===== src/rtl/cnt_pkg.sv =====
package cnt_pkg;

    // Mode select as seen at the block boundary; the codes are fixed.
    typedef enum logic [1:0] {
        MODE_LOAD = 2'b00,
        MODE_UP   = 2'b01,
        MODE_DOWN = 2'b10,
        MODE_HOLD = 2'b11
    } cnt_mode_e;

    // Per-stage operation selected for the coming clock edge.
    typedef enum logic [2:0] {
        OP_IDLE    = 3'd0,
        OP_CLEAR   = 3'd1,
        OP_PRESET  = 3'd2,
        OP_STEP_UP = 3'd3,
        OP_STEP_DN = 3'd4
    } stage_op_e;

endpackage


===== src/rtl/cnt_stage_ctl.sv =====
// Chooses the operation of one stage for the next edge: reset wins,
// preset and hold ignore the carry input, and the count modes step only
// while the active-low carry input is asserted.
module cnt_stage_ctl
    import cnt_pkg::*;
(
    input  logic      rst,
    input  cnt_mode_e mode,
    input  logic      cin_n,
    output stage_op_e op
);

    always_comb begin
        op = OP_IDLE;
        if (rst) begin
            op = OP_CLEAR;
        end else begin
            unique case (mode)
                MODE_LOAD: op = OP_PRESET;
                MODE_UP:   op = cin_n ? OP_IDLE : OP_STEP_UP;
                MODE_DOWN: op = cin_n ? OP_IDLE : OP_STEP_DN;
                MODE_HOLD: op = OP_IDLE;
                default:   op = OP_IDLE;
            endcase
        end
    end

endmodule


===== src/rtl/cnt_stage_term.sv =====
// Terminal-value detect and active-low carry output of one stage.
module cnt_stage_term
    import cnt_pkg::*;
#(
    parameter int W = 4
) (
    input  cnt_mode_e      mode,
    input  logic [W-1:0]   q,
    input  logic           cin_n,
    output logic           cout_n
);

    localparam logic [W-1:0] ALL_ONES  = {W{1'b1}};
    localparam logic [W-1:0] ALL_ZEROS = {W{1'b0}};

    logic at_term;

    always_comb begin
        at_term = 1'b0;
        unique case (mode)
            MODE_UP:   at_term = (q == ALL_ONES);
            MODE_DOWN: at_term = (q == ALL_ZEROS);
            MODE_LOAD: at_term = 1'b0;
            MODE_HOLD: at_term = 1'b0;
            default:   at_term = 1'b0;
        endcase
    end

    assign cout_n = ~(at_term & ~cin_n);

endmodule


===== src/rtl/cnt_stage.sv =====
// One counter stage: operation decode, value register, carry output.
module cnt_stage
    import cnt_pkg::*;
#(
    parameter int W = 4
) (
    input  logic         clk,
    input  logic         rst,
    input  cnt_mode_e    mode,
    input  logic [W-1:0] d,
    input  logic         cin_n,
    output logic [W-1:0] q,
    output logic         cout_n
);

    localparam logic [W-1:0] ONE = {{(W-1){1'b0}}, 1'b1};

    stage_op_e    op;
    logic [W-1:0] q_next;

    cnt_stage_ctl u_ctl (
        .rst   (rst),
        .mode  (mode),
        .cin_n (cin_n),
        .op    (op)
    );

    // Next-value selection.
    always_comb begin
        q_next = q;
        unique case (op)
            OP_CLEAR:   q_next = '0;
            OP_PRESET:  q_next = d;
            OP_STEP_UP: q_next = q + ONE;
            OP_STEP_DN: q_next = q - ONE;
            OP_IDLE:    q_next = q;
            default:    q_next = q;
        endcase
    end

    // Value register.
    always_ff @(posedge clk) begin
        q <= q_next;
    end

    // Carry output.
    cnt_stage_term #(.W(W)) u_term (
        .mode   (mode),
        .q      (q),
        .cin_n  (cin_n),
        .cout_n (cout_n)
    );

endmodule


===== src/rtl/cnt_cascade.sv =====
// Chain of identical stages on one clock, linked only by the carry.
module cnt_cascade
    import cnt_pkg::*;
#(
    parameter  int STAGE_W  = 4,
    parameter  int N_STAGES = 3,
    localparam int TOTAL_W  = STAGE_W * N_STAGES
) (
    input  logic               clk,
    input  logic               rst,
    input  logic [1:0]         mode,
    input  logic [TOTAL_W-1:0] din,
    output logic [TOTAL_W-1:0] q,
    output logic               cout_n
);

    cnt_mode_e          mode_e;
    logic [N_STAGES:0]  carry_n;

    assign mode_e     = cnt_mode_e'(mode);
    assign carry_n[0] = 1'b0;  // lowest stage always enabled

    for (genvar s = 0; s < N_STAGES; s++) begin : g_stage
        cnt_stage #(.W(STAGE_W)) u_stage (
            .clk    (clk),
            .rst    (rst),
            .mode   (mode_e),
            .d      (din[s*STAGE_W +: STAGE_W]),
            .cin_n  (carry_n[s]),
            .q      (q[s*STAGE_W +: STAGE_W]),
            .cout_n (carry_n[s+1])
        );
    end

    assign cout_n = carry_n[N_STAGES];

endmodule


===== config.mk =====
export PLATFORM = sky130hd
export DESIGN_NAME = cnt_cascade
export DESIGN_NICKNAME = d
export VERILOG_FILES = /design/src/rtl/cnt_pkg.sv /design/src/rtl/cnt_stage_ctl.sv /design/src/rtl/cnt_stage_term.sv /design/src/rtl/cnt_stage.sv /design/src/rtl/cnt_cascade.sv
export SDC_FILE = /design/constraint.sdc
export NUM_CORES = 1
export LEC_CHECK = 0
export ABC_AREA = 1
export BUFFER_PORTS_ARGS = -buffer_cell sky130_fd_sc_hd__buf_4
export CORE_AREA = 2 2 56 45
export DETAILED_ROUTE_END_ITERATION = 10
export DIE_AREA = 0 0 58 47
export PLACE_DENSITY = 0.86
export RECOVER_POWER = 100
export REMOVE_ABC_BUFFERS = 1
export SYNTH_ARGS = -nofsm -noshare
export SYNTH_HDL_FRONTEND = slang
export SYNTH_SLANG_ARGS = --single-unit

===== constraint.sdc =====
create_clock -name clk -period 2.7 [get_ports clk]
set_input_delay 0.54 -clock clk [delete_from_list [all_inputs] [get_ports clk]]
set_output_delay 0.54 -clock clk [all_outputs]
set_load 0.01 [all_outputs]

==> flow_summary.yaml <==
run_status:
  status: "complete, no violations"
sta:
  skew_ns: 0.0155
  hold_viol_final: 0
  rsz0062_at_grt: "false"
  max_freq_mhz: 430
  tightest_slew_ns: 0.390
  fin_crit_sh_pct: 86.1
  maxSlewHeadroom_pct: 73.9
  fin_crit_ns: 2.32
  finalSetupViolCount: 0
  report.final.slew_viol_count: 0
  fin_tns_setup_ns: 0
setup_path:
  crit_path_max_incr_delay_ns: 0.43
  crit_slowest_cell: "edfxtp_1"
  crit_buf_inv: 1
  worstPathCellList: "nand2_1 > nor2_1 > nand2_1 > nand2_1 > nand2_1 > nor2_2 > ha_1 > a21oi_1 > nand3b_1 > nand2_1 > inv_1 > nand2_1 > nand3_1"
  start_kind: "flip-flop"
  cpMostUsedCell: "nand2_1"
  crit_path_end_kind: "flip-flop"
  crit_type: "flip-flop to flip-flop"
  crit_required_ns: 2.73
  arrival_ns: 2.36
  path_max_fanout: 5
  critPathTopFamily: "simple AND/OR/NAND/NOR gates"
placed_design:
  buffer_ports.inserted: 28
  gp_congestion: 0.831
  placed_cell_area_mm2: 0.00129
  dp_hpwl_mm: 2.11
floorplanning:
  die_y_um: 47
  dieWidth_um: 58
  io_pins: 29
  start_util_pct: 48.3
  core_area_mm2: 0.00218
  row_count: 15
  dieArea_mm2: 0.00273
layout:
  reg.largest.list: "g_stage.u_stage.q: 12 flops"
  nNetsFinal: 195
  n_fill_cell: 228
  utilization_pct: 57.5
  final_common_cell: "nand2_1"
  diodes: 0
  mostFrequentLayoutCells: "nand2_1, inv_1, buf_4"
  regArea_um2: 360
  multi_input_area_um2: 594
  top_register: "g_stage.u_stage.q"
  finalInstanceArea_mm2: 0.00125
  largest_reg_flops: 12
  syn_to_final_growth_pct: 19.0
  drive_gt1_share_pct: 16.0
clock_network:
  cts_hold_buffers: 0
  cts_buffer_depth: 2
  cts_tree: "built"
  root_buffer: "clkbuf_4"
  h-tree-depth: 1
  cts_buffers: 3
  ctsResizeCount: 0
  post_cts_buffers: 0
  clkTransAtPathRegs_ns: 0.09
  cts.sinks: 12
  insertion_delay_ns: 0.29
global_route:
  overflow: 0
  grt_pass1_vias: 1008
  grt_usage_pct: 20.8
  grt_max_degree: 13
  antenna_found_initial: 0
  grt_pass1_wl_mm: 4.27
logic_synthesis:
  ys_seq_area_share_pct: 34.2
  synthDistinctLibCells: 24
  synthesis.area_mm2: 0.00105
  synth_top_cell_by_area: "edfxtp_1"
  synth.top_cell.area_share_pct: 34.2
  syn_avg_cell_area_um2: 7.68
  ys_ff_latch: 12
  yosys_warnings: 0
  synthTopCellsByArea: "edfxtp_1, nand2_1, ha_1"
  syn_inst: 137
power:
  swShare_pct: 33.4
  powerDensity_mw_per_mm2: 395
  peakVddDrop_uv: 348
  intPower_mw: 0.329
  power_frac_seq_pct: 50.1
  combinationalPowerShare_pct: 25.2
  p_clk_share_pct: 24.7
  p_leak_nw: 0.606
  power.switching_mw: 0.165
route:
  wire_per_inst_um: 13.6
  vias: 1019
  postRouteAntennaNets: 0
  via_per_inst: 5.25
  drt-total-wl_mm: 2.63
  dr.first_iter.drc_count: 45
  drc: 0
  drt-pass1-iter-count: 4
job:
  drv_cap: 0
hold_path:
  hold_class: "input pin to flip-flop"
## worst register-to-register path, stage by stage, from the launching register on
cell and delay (ns):
edfxtp_1 0.43, nand2_1 0.08, nor2_1 0.25, nand2_1 0.08, nand2_1 0.07, nand2_1 0.09
nor2_2 0.20, ha_1 0.30, a21oi_1 0.20, nand3b_1 0.10, nand2_1 0.10, inv_1 0.04
nand2_1 0.06, nand3_1 0.06
## per-layer routing
metal / share of wire [%] / routed length, µm / vias up / GRT usage [%]
met4: 0 / 0 / 0 / 7.91
met2: 49 / 1280 / 28 / 35.5
li1: - / - / 515 / -
met1: 45 / 1190 / 476 / 25.8
met5: 0 / 0 / - / 0
met3: 5.9 / 155 / 0 / 5.79
## worst paths after layout
check,from,to,slack (ns),cells after the start
min reg2reg,g_stage[0].u_stage.q[0],g_stage[0].u_stage.q[0],0.72,1
min,din[5],g_stage[1].u_stage.q[1],0.52,3
max reg2reg,g_stage[0].u_stage.q[0],g_stage[2].u_stage.q[3],0.38,13
max,g_stage[0].u_stage.q[0],g_stage[2].u_stage.q[3],0.38,13
## power groups by stage
stage	clock network [mW]	registers (mW)	logic [mW]
after floorplan	0	0.254	0.0698
after global placement	0	0.250	0.133
after detailed placement	0	0.252	0.138
after CTS	0.125	0.248	0.140
after global routing	0.132	0.251	0.142
final	0.122	0.248	0.125
## through the flow
stage          hold WS, ns  worst slack (ns)  cells  power (mW)
2_1_floorplan        0.693             0.594    136       0.324
3_3_place_gp         0.660             0.387    190       0.383
3_5_place_dp         0.720             0.235    190       0.391
4_1_cts              0.518             0.402    194       0.512
5_1_grt              0.527             0.107    194       0.525
6_report             0.518             0.375    194       0.494
## final cells by class
cell class | instances | share of cell area [%]
multi-input cells | 104 | 47.5
flip-flops and latches | 12 | 28.8
repair buffers | 29 | 13.2
clock inverters | 1 | 0.300
well taps | 25 | 2.50
inverters | 20 | 5.99
clock buffers | 3 | 1.80
## Yosys cell counts
cell type and number:
a21oi_1 1, buf_4 1, edfxtp_1 12, fa_1 3, ha_1 6, inv_1 15, inv_2 5, nand2_1 43
nand2_2 3, nand2_4 1, nand3_1 11, nand3_2 1, nand3b_1 1, nand4_1 4, nor2_1 10, nor2_2 3
nor2_4 1, nor4_1 1, o211ai_1 3, o21ai_0 5, o21ai_2 2, or2_1 1, xnor2_1 1, xor2_1 3
## kinds of logic (layout without fill, tap and decap cells)
group / Yosys count / in the layout / share of synthesized area, %
compound gates: 11 / 11 / 6.66
buf+inv: 21 / 53 / 7.85
simple gates: 80 / 80 / 35.1
fa+ha+maj: 9 / 9 / 12.8
flops: 12 / 12 / 34.2
xor+xnor: 4 / 4 / 3.33
Power figures use the tool's default switching activity.
